--- config.mk ---
export PLATFORM = sky130hd
export DESIGN_NAME = sif_frontend
export DESIGN_NICKNAME = d
export VERILOG_FILES = /design/src/rtl/sif_pkg.sv /design/src/rtl/sif_sync.sv /design/src/rtl/sif_edge.sv /design/src/rtl/sif_latch_ctrl.sv /design/src/rtl/sif_shift_reg.sv /design/src/rtl/sif_frontend.sv
export SDC_FILE = /design/constraint.sdc
export NUM_CORES = 1
export LEC_CHECK = 0
export CORE_ASPECT_RATIO = 1.25
export CORE_UTILIZATION = 35
export CTS_BUF_LIST = sky130_fd_sc_hd__clkbuf_16
export DETAILED_ROUTE_END_ITERATION = 8
export SYNTH_ARGS = -nofsm -noshare
export SYNTH_HDL_FRONTEND = slang
export SYNTH_HIERARCHICAL = 1
export SYNTH_SLANG_ARGS = --single-unit
--- constraint.sdc ---
create_clock -name clk -period 3.2 [get_ports clk]
set_input_delay 0.64 -clock clk [delete_from_list [all_inputs] [get_ports clk]]
set_output_delay 0.64 -clock clk [all_outputs]
set_load 0.02 [all_outputs]
--- src/rtl/sif_pkg.sv ---
package sif_pkg;

  typedef enum logic {
    PATH_GS = 1'b0,
    PATH_DC = 1'b1
  } path_e;

  typedef struct packed {
    logic sclk;
    logic xlat;
    logic sin;
    logic mode;
  } pins_t;

  localparam int PINS_W = $bits(pins_t);

endpackage

--- src/rtl/sif_sync.sv ---
module sif_sync #(
  parameter int W      = 4,
  parameter int STAGES = 2
) (
  input  logic         clk,
  input  logic         rst,
  input  logic [W-1:0] d,
  output logic [W-1:0] q
);

  logic [W-1:0] stg [STAGES];

  genvar g;
  generate
    for (g = 0; g < STAGES; g++) begin : g_stage
      if (g == 0) begin : g_first
        always_ff @(posedge clk) begin
          if (rst) stg[g] <= '0;
          else     stg[g] <= d;
        end
      end else begin : g_next
        always_ff @(posedge clk) begin
          if (rst) stg[g] <= '0;
          else     stg[g] <= stg[g-1];
        end
      end
    end
  endgenerate

  assign q = stg[STAGES-1];

endmodule

--- src/rtl/sif_edge.sv ---
module sif_edge #(
  parameter int W = 2
) (
  input  logic         clk,
  input  logic         rst,
  input  logic [W-1:0] lvl,
  output logic [W-1:0] rise
);

  logic [W-1:0] prev_q;

  always_ff @(posedge clk) begin
    if (rst) prev_q <= '0;
    else     prev_q <= lvl;
  end

  assign rise = lvl & ~prev_q;

endmodule

--- src/rtl/sif_latch_ctrl.sv ---
module sif_latch_ctrl (
  input  logic clk,
  input  logic rst,
  input  logic sclk_rise,
  input  logic xlat_rise,
  input  logic mode_dc,
  output logic do_shift,
  output logic gs_update,
  output logic dc_update
);

  logic pend_q;   // extra pulse still owed after a dot-correction load
  logic wait_q;   // grayscale latch seen, waiting for the extra pulse

  always_comb begin
    do_shift  = 1'b0;
    gs_update = 1'b0;
    dc_update = 1'b0;
    if (xlat_rise) begin
      if (mode_dc)      dc_update = 1'b1;
      else if (!pend_q) gs_update = 1'b1;
    end else if (sclk_rise) begin
      if (wait_q) gs_update = 1'b1;
      else        do_shift  = 1'b1;
    end
  end

  always_ff @(posedge clk) begin
    if (rst) begin
      pend_q <= 1'b0;
      wait_q <= 1'b0;
    end else if (dc_update) begin
      pend_q <= 1'b1;
      wait_q <= 1'b0;
    end else if (xlat_rise && !mode_dc && pend_q) begin
      wait_q <= 1'b1;
    end else if (sclk_rise && wait_q) begin
      wait_q <= 1'b0;
      pend_q <= 1'b0;
    end
  end

  // the deferred state only exists while the extra pulse is owed
  p_wait_in_pend_r6: assert property (@(posedge clk) disable iff (rst)
    wait_q |-> pend_q);

  // the owed pulse is discharged only by a shift edge in the wait state
  p_pend_clear_r6: assert property (@(posedge clk) disable iff (rst)
    $fell(pend_q) |-> $past(sclk_rise && wait_q));

  // the three actions are mutually exclusive
  p_one_action_r7: assert property (@(posedge clk) disable iff (rst)
    $onehot0({do_shift, gs_update, dc_update}));

endmodule

--- src/rtl/sif_shift_reg.sv ---
module sif_shift_reg #(
  parameter int GS_W = 192,
  parameter int DC_W = 96
) (
  input  logic            clk,
  input  logic            rst,
  input  logic            do_shift,
  input  logic            reload,
  input  logic            sin,
  input  logic            mode_dc,
  input  logic [GS_W-1:0] status,
  output logic [GS_W-1:0] sr,
  output logic            sout
);

  logic [GS_W-1:0] sr_q;

  always_ff @(posedge clk) begin
    if (rst)           sr_q <= '0;
    else if (reload)   sr_q <= status;
    else if (do_shift) sr_q <= {sr_q[GS_W-2:0], sin};
  end

  assign sr   = sr_q;
  assign sout = mode_dc ? sr_q[DC_W-1] : sr_q[GS_W-1];

  // a shift enters the data bit at position 0
  p_shift_in_r2: assert property (@(posedge clk) disable iff (rst)
    (do_shift && !reload) |=> (sr_q[0] == $past(sin)));

  // a reload replaces the whole register with the status word
  p_sid_reload_r4: assert property (@(posedge clk) disable iff (rst)
    reload |=> (sr_q == $past(status)));

endmodule

--- src/rtl/sif_frontend.sv ---
module sif_frontend #(
  parameter int CHANNELS    = 16,
  parameter int GS_BITS     = 12,
  parameter int DC_BITS     = 6,
  parameter int SYNC_STAGES = 2
) (
  input  logic                          clk,
  input  logic                          rst,
  input  logic                          sclk_i,
  input  logic                          sin_i,
  input  logic                          mode_i,
  input  logic                          xlat_i,
  input  logic [CHANNELS*GS_BITS-1:0]   status_i,
  output logic                          sout_o,
  output logic [CHANNELS*GS_BITS-1:0]   gs_o,
  output logic [CHANNELS*DC_BITS-1:0]   dc_o
);
  import sif_pkg::*;

  localparam int GS_W = CHANNELS * GS_BITS;
  localparam int DC_W = CHANNELS * DC_BITS;

  pins_t pins_raw, pins_s;
  logic [1:0] rise;
  logic sclk_rise, xlat_rise;
  logic do_shift, gs_update, dc_update;
  logic mode_dc;
  logic [GS_W-1:0] sr;
  logic [GS_W-1:0] gs_q;
  logic [DC_W-1:0] dc_q;

  assign pins_raw = '{sclk: sclk_i, xlat: xlat_i, sin: sin_i, mode: mode_i};

  sif_sync #(.W(PINS_W), .STAGES(SYNC_STAGES)) u_sync (
    .clk (clk),
    .rst (rst),
    .d   (pins_raw),
    .q   (pins_s)
  );

  sif_edge #(.W(2)) u_edge (
    .clk  (clk),
    .rst  (rst),
    .lvl  ({pins_s.xlat, pins_s.sclk}),
    .rise (rise)
  );

  assign sclk_rise = rise[0];
  assign xlat_rise = rise[1];
  assign mode_dc   = (path_e'(pins_s.mode) == PATH_DC);

  sif_latch_ctrl u_ctrl (
    .clk       (clk),
    .rst       (rst),
    .sclk_rise (sclk_rise),
    .xlat_rise (xlat_rise),
    .mode_dc   (mode_dc),
    .do_shift  (do_shift),
    .gs_update (gs_update),
    .dc_update (dc_update)
  );

  sif_shift_reg #(.GS_W(GS_W), .DC_W(DC_W)) u_sr (
    .clk      (clk),
    .rst      (rst),
    .do_shift (do_shift),
    .reload   (gs_update),
    .sin      (pins_s.sin),
    .mode_dc  (mode_dc),
    .status   (status_i),
    .sr       (sr),
    .sout     (sout_o)
  );

  always_ff @(posedge clk) begin
    if (rst)            gs_q <= '0;
    else if (gs_update) gs_q <= sr;
  end

  always_ff @(posedge clk) begin
    if (rst)            dc_q <= '0;
    else if (dc_update) dc_q <= sr[DC_W-1:0];
  end

  assign gs_o = gs_q;
  assign dc_o = dc_q;

  // grayscale outputs move only on an update event
  p_gs_hold_r3: assert property (@(posedge clk) disable iff (rst)
    !gs_update |=> $stable(gs_q));

  // dot-correction outputs move only on a latch edge in that mode
  p_dc_hold_r5: assert property (@(posedge clk) disable iff (rst)
    !(xlat_rise && mode_dc) |=> $stable(dc_q));

  // a dot-correction latch leaves the shift contents untouched
  p_dc_keeps_sr_r5: assert property (@(posedge clk) disable iff (rst)
    dc_update |=> $stable(sr));

endmodule

==> results of run 1 <==
## kinds of logic after synthesis
kind of cell | count (synthesis) | synth area share (%)
AND/OR/NAND/NOR | 499 | 12.1
flip-flops | 492 | 49.5
multiplexers | 481 | 24.2
AO/OA/AOI/OAI | 195 | 7.35
buffers and inverters | 152 | 6.85
## worst max-delay path: cells and delay by family (launching register included)
family / cells / cell delay [ps]
mux: 1 / 350
flops: 1 / 400
buf+inv: 1 / 600
## power groups by stage
stage / Sequential, W / Clock, W / Combinational, W
after floorplan: 0.00657 / 0 / 0.000630
after global placement: 0.00659 / 0 / 0.00102
after detailed placement: 0.00660 / 0 / 0.00104
after CTS: 0.00646 / 0.00586 / 0.00104
after global routing: 0.00648 / 0.00609 / 0.00111
final: 0.00646 / 0.00565 / 0.00103
## through the flow
stage                     area (µm²)  hold slack (ps)
after global placement         24800              423
after global routing           26400              467
final                          26400              435
after CTS                      26400              439
after detailed placement       24800              424
after floorplan                19900              414
## flip-flops by register name, summed over array words and instances, names as in the netlist
register       cells
u_ctrl/pend_q      1
u_sr/sr          192
u_ctrl/wait_q      1
u_edge/prev_q      2
u_sync/stg         8
dc_o              96
gs_o             192
## cell usage after synthesis, drive strengths merged
master	instances	share of area, %
nand2b	2	0.063
a22o	1	0.044
and2	1	0.044
nor3b	1	0.038
nand2	1	0.019
nand3b	1	0.038
o21ai	1	0.025
mux2	1	0.057
nor2	288	5.4
inv	2	0.038
buf	80	5.5
a211oi	193	7.3
mux2i	480	24
nor2b	205	6.5
dfxtp	492	49
clkbuf	70	1.3
## cell type report
class / instances / area, µm²
clock buffers: 51 / 1280
clock inverters: 40 / 293
fillers: 5362 / 29700
inverters: 2 / 12.5
multi-input cells: 1175 / 8700
flip-flops and latches: 492 / 9850
well taps: 742 / 928
repair buffers: 520 / 5300
## worst max-delay path by stage
stage	cells past startpoint	start	end	slack [ps]
2_1_floorplan	8	u_sync/stg[1][2]$_SDFF_PP0_	gs_o[20]$_SDFFE_PP0P_	1500
3_3_place_gp	6	u_sync/stg[1][2]$_SDFF_PP0_	gs_o[174]$_SDFFE_PP0P_	1050
3_5_place_dp	6	u_sync/stg[1][2]$_SDFF_PP0_	gs_o[17]$_SDFFE_PP0P_	1010
4_1_cts	2	u_sync/stg[1][0]$_SDFF_PP0_	sout_o	580
5_1_grt	2	u_sync/stg[1][0]$_SDFF_PP0_	sout_o	540
6_report	2	u_sync/stg[1][0]$_SDFF_PP0_	sout_o	620
## layer usage
metal / GRT usage, % / routed length (µm) / up-vias
met3: 6.91 / 4790 / 79
li1: - / - / 7166
met4: 4.95 / 1160 / 10
met2: 30.4 / 25800 / 385
met5: 0 / 71 / -
met1: 23.0 / 24100 / 6843
==> results.cfg, run 1 <==
[status]
outcome = finished, final reports clean

[routing]
initialDrtViolationCount = 665
ant_nets = 0
wl_per_cell_um = 18.5
route.detailed.drc = 0
wl_mm = 55.9
num_vias = 14483
vias_per_cell = 4.79
drt_first_pass_iters = 4

[yosys]
postSynthAreaPerCell_um2 = 10.9
yosys_warnings = 6
syn_nets = 2017
ys_ff_latch = 492
post_synth_inst_count = 1819
seq_area_frac_synth_pct = 49.5
synth_area_um2 = 19900
synth_cell_type_count = 21

[layout]
syn_to_final_growth_pct = 32.5
final_nets = 2440
utilization_pct = 47.0
layout_commonest_cell = dfxtp_1
drive_gt1_share_pct = 4.65
finalNonFillerCells = 3022
layout_common_cells = dfxtp_1, clkdlybuf4s50_1, mux2i_1
n_antenna_cell = 0

[timing]
setup_tns_ps = 0
finalCritPeriodShare_pct = 80.8
period_needed_ps = 2580
worst_pin_slew_ps = 875
report.final.hold_viol_count = 0
setup-violations-final = 0
rsz0062_at_grt = no
setup_slack_ps = 615
finClkSkew_ps = 27.5
drv_slew = 0
relSlewSlack_pct = 41.7
fmax_mhz = 387

[worst_setup_path]
rr_startpoint = u_sync/stg[1][2]$_SDFF_PP0_
start_kind = flop
rr_worst_depth = 6
crit_required_ps = 2560
r2r_end = gs_o[174]$_SDFFE_PP0P_
cpPeakStageDelay_ps = 600
crit_path_end_kind = output port
rrSetupSlack_ps = 960
critical_path_arrival_ps = 1940
path_class = reg -> out
path_cells = mux2_2 -> clkdlybuf4s50_1
path_max_fanout = 3
cpMaxStageDelayCell = clkdlybuf4s50_1

[global_routing]
overflow = 0
antenna_found_initial = 6
grt_use_total_pct = 18.6
grt_pass1_wl_mm = 86.0
grt_pass1_vias = 14804
grt_max_degree = 155

[power_and_ir_drop]
ir_drop_mv = 0.456
swShare_pct = 23.4
p_per_area_nw_per_um2 = 498
power.switching_w = 0.00308
p_comb_share_pct = 7.8
pwr-share-clk_pct = 43.0
p_int_w = 0.0101
seq_power_share_pct = 49.2
leakage_nw = 8.83
power_w = 0.0131

[clock_network]
ctsRootBufferMaster = clkbuf_16
cts_max_level = 2
clk_latency_ps = 580
cts_tree = yes
numCtsBuffers = 51
clk_pin_slew_ps = 60
ctsHoldBuffers = 0
numClockSinks = 492
ctsResizeCount = 0
postCtsSetupRepairBufs = 0
cts_buffer_depth = 3

[place]
portBuffers = 486
hpwlAfterDp_mm = 37.8
gp_congestion = 0.780
place_ws_ps = 1010
dp_cells = 2931

[die]
num_io_pins = 487
die_x_um = 215
rows = 97
initial_core_util_pct = 35.5
die_y_um = 269
coreArea_um2 = 56100
dieArea_um2 = 57800

[job]
max-cap-violations = 0

[min_path]
holdPathStages = 1
hp-class = reg -> reg
holdPathEnd = u_sync/stg[1][3]$_SDFF_PP0_
hold_start = u_sync/stg[0][3]$_SDFF_PP0_
Note: power is estimated with default switching activity, not from simulation.
==> run 2, diff against run 1 <==
==> constraint.sdc (replaced) <==
create_clock -name clk -period 2.7 [get_ports clk]
set_input_delay 0.54 -clock clk [delete_from_list [all_inputs] [get_ports clk]]
set_output_delay 0.54 -clock clk [all_outputs]
set_load 0.02 [all_outputs]
==> results.cfg, run 2 (same netlist as run 1, synthesis figures left out) <==
[min_path]
holdPathStages = 2
hold_start = rst
holdPathEnd = gs_o[71]$_SDFFE_PP0P_
hp-class = in -> reg

[layout]
fill_cells = 5300
drive_gt1_share_pct = 4.86
multi_input_area_um2 = 8700
layout_commonest_cell = dfxtp_1
utilization_pct = 47.4
seqCellArea_um2 = 9850
design_area_um2 = 26600
final_nets = 2440
layout_common_cells = dfxtp_1, clkdlybuf4s50_1, mux2i_1
finalNonFillerCells = 3028
syn_to_final_growth_pct = 33.5

[timing]
setup-violations-final = 0
finalCritPeriodShare_pct = 92.7
period_needed_ps = 2500
rsz0062_at_grt = no
drv_slew = 0
worst_pin_slew_ps = 607
report.final.hold_viol_count = 0
setup_tns_ps = 0
fmax_mhz = 400
relSlewSlack_pct = 59.5
finClkSkew_ps = 18.6

[power_and_ir_drop]
power.switching_w = 0.00373
p_int_w = 0.0122
p_comb_share_pct = 7.8
seq_power_share_pct = 48.0
swShare_pct = 23.4
leakage_nw = 8.90
pwr-share-clk_pct = 44.2
p_per_area_nw_per_um2 = 600
power_w = 0.0159
ir_drop_mv = 0.527

[worst_setup_path]
crit_required_ps = 2160
rrSetupSlack_ps = 590
start_kind = flop
r2r_end = u_sr/sr[153]$_SDFFE_PP0P_
crit_path_end_kind = output port
rr_worst_depth = 5
path_max_fanout = 3
path_class = reg -> out
critical_path_arrival_ps = 1960
rr_startpoint = u_sync/stg[1][3]$_SDFF_PP0_

[clock_network]
ctsRootBufferMaster = clkbuf_16
ctsResizeCount = 0
numCtsBuffers = 52
postCtsSetupRepairBufs = 0
clk_latency_ps = 590
cts_buffer_depth = 3
numClockSinks = 492
cts_max_level = 2
cts_tree = yes
clk_pin_slew_ps = 60
ctsHoldBuffers = 0

[die]
die_y_um = 269
initial_core_util_pct = 35.5
coreArea_um2 = 56100
dieArea_um2 = 57800
num_io_pins = 487
die_x_um = 215
rows = 97

[global_routing]
overflow = 0
grt_pass1_wl_mm = 86.4
antenna_found_initial = 4
grt_max_degree = 90
grt_use_total_pct = 18.8
grt_pass1_vias = 14717

[place]
gp_congestion = 0.787
portBuffers = 486
dp_cells = 2930
hpwlAfterDp_mm = 38.4
dpl_cell_area_um2 = 24900

[routing]
wl_per_cell_um = 18.7
wl_mm = 56.7
initialDrtViolationCount = 641
num_vias = 14539
drt_first_pass_iters = 4
route.detailed.drc = 0
ant_nets = 0
vias_per_cell = 4.80

[job]
max-cap-violations = 0

[status]
outcome = finished, final reports clean
-- run 2: how the worst max path moves through the flow --
| stage | start | endpoint | slack [ps] | cells after the start |
|---|---|---|---|---|
| 6_report | u_sync/stg[1][0]$_SDFF_PP0_ | sout_o | 200 | 2 |
| 5_1_grt | u_sync/stg[1][0]$_SDFF_PP0_ | sout_o | 130 | 2 |
| 4_1_cts | u_sync/stg[1][0]$_SDFF_PP0_ | sout_o | 150 | 2 |
| 3_5_place_dp | u_sync/stg[1][3]$_SDFF_PP0_ | u_sr/sr[153]$_SDFFE_PP0P_ | 650 | 5 |
| 3_3_place_gp | u_sync/stg[1][2]$_SDFF_PP0_ | gs_o[146]$_SDFFE_PP0P_ | 740 | 7 |
| 2_1_floorplan | u_sync/stg[1][2]$_SDFF_PP0_ | gs_o[20]$_SDFFE_PP0P_ | 1000 | 8 |
-- run 2: area by class of cell --
type	count	share of cell area, %
Sequential cell	492	37.1
Clock buffer	52	4.90
Timing Repair Buffer	519	20.3
Antenna cell	2	0.0188
Tap cell	742	3.49
Inverter	2	0.0471
Clock inverter	44	1.41
Multi-Input combinational cell	1175	32.8
-- run 2: per-stage QoR --
stage / hold slack, ps / worst slack [ps]
detailed placement: 428 / 653
CTS: 340 / 147
global route: 355 / 131
floorplan: 414 / 998
global placement: 425 / 743
finish: 348 / 197
-- run 2: critical path, cell delays in order, from the launching register on --
cell,delay [ps]
dfxtp_1,420
mux2_2,350
clkdlybuf4s50_1,590
-- run 2: power by group through the flow --
stage,clock [W],sequential (W),combinational (W)
after floorplan,0,0.00778,0.000746
after global placement,0,0.00781,0.00123
after detailed placement,0,0.00782,0.00124
after CTS,0.00731,0.00766,0.00125
after global routing,0.00759,0.00768,0.00133
final,0.00705,0.00766,0.00124
-- run 2: layer usage --
layer / vias up / GRT usage [%] / part of all wire [%]
met3: 73 / 6.64 / 8.3
li1: 7142 / - / -
met5: - / 0 / 0.060
met1: 6907 / 23.4 / 43
met2: 413 / 30.8 / 46
met4: 4 / 5.08 / 2.0
==> run 3, diff against run 2 <==
--- a/config.mk
+++ b/config.mk
@@ -9,6 +9,7 @@
 export CORE_UTILIZATION = 35
 export CTS_BUF_LIST = sky130_fd_sc_hd__clkbuf_16
 export DETAILED_ROUTE_END_ITERATION = 8
+export GPL_ROUTABILITY_DRIVEN = 0
 export SYNTH_ARGS = -nofsm -noshare
 export SYNTH_HDL_FRONTEND = slang
 export SYNTH_HIERARCHICAL = 1
==> results of run 3 <==
The final DEF is identical to that of run 2; final timing and power are the same.
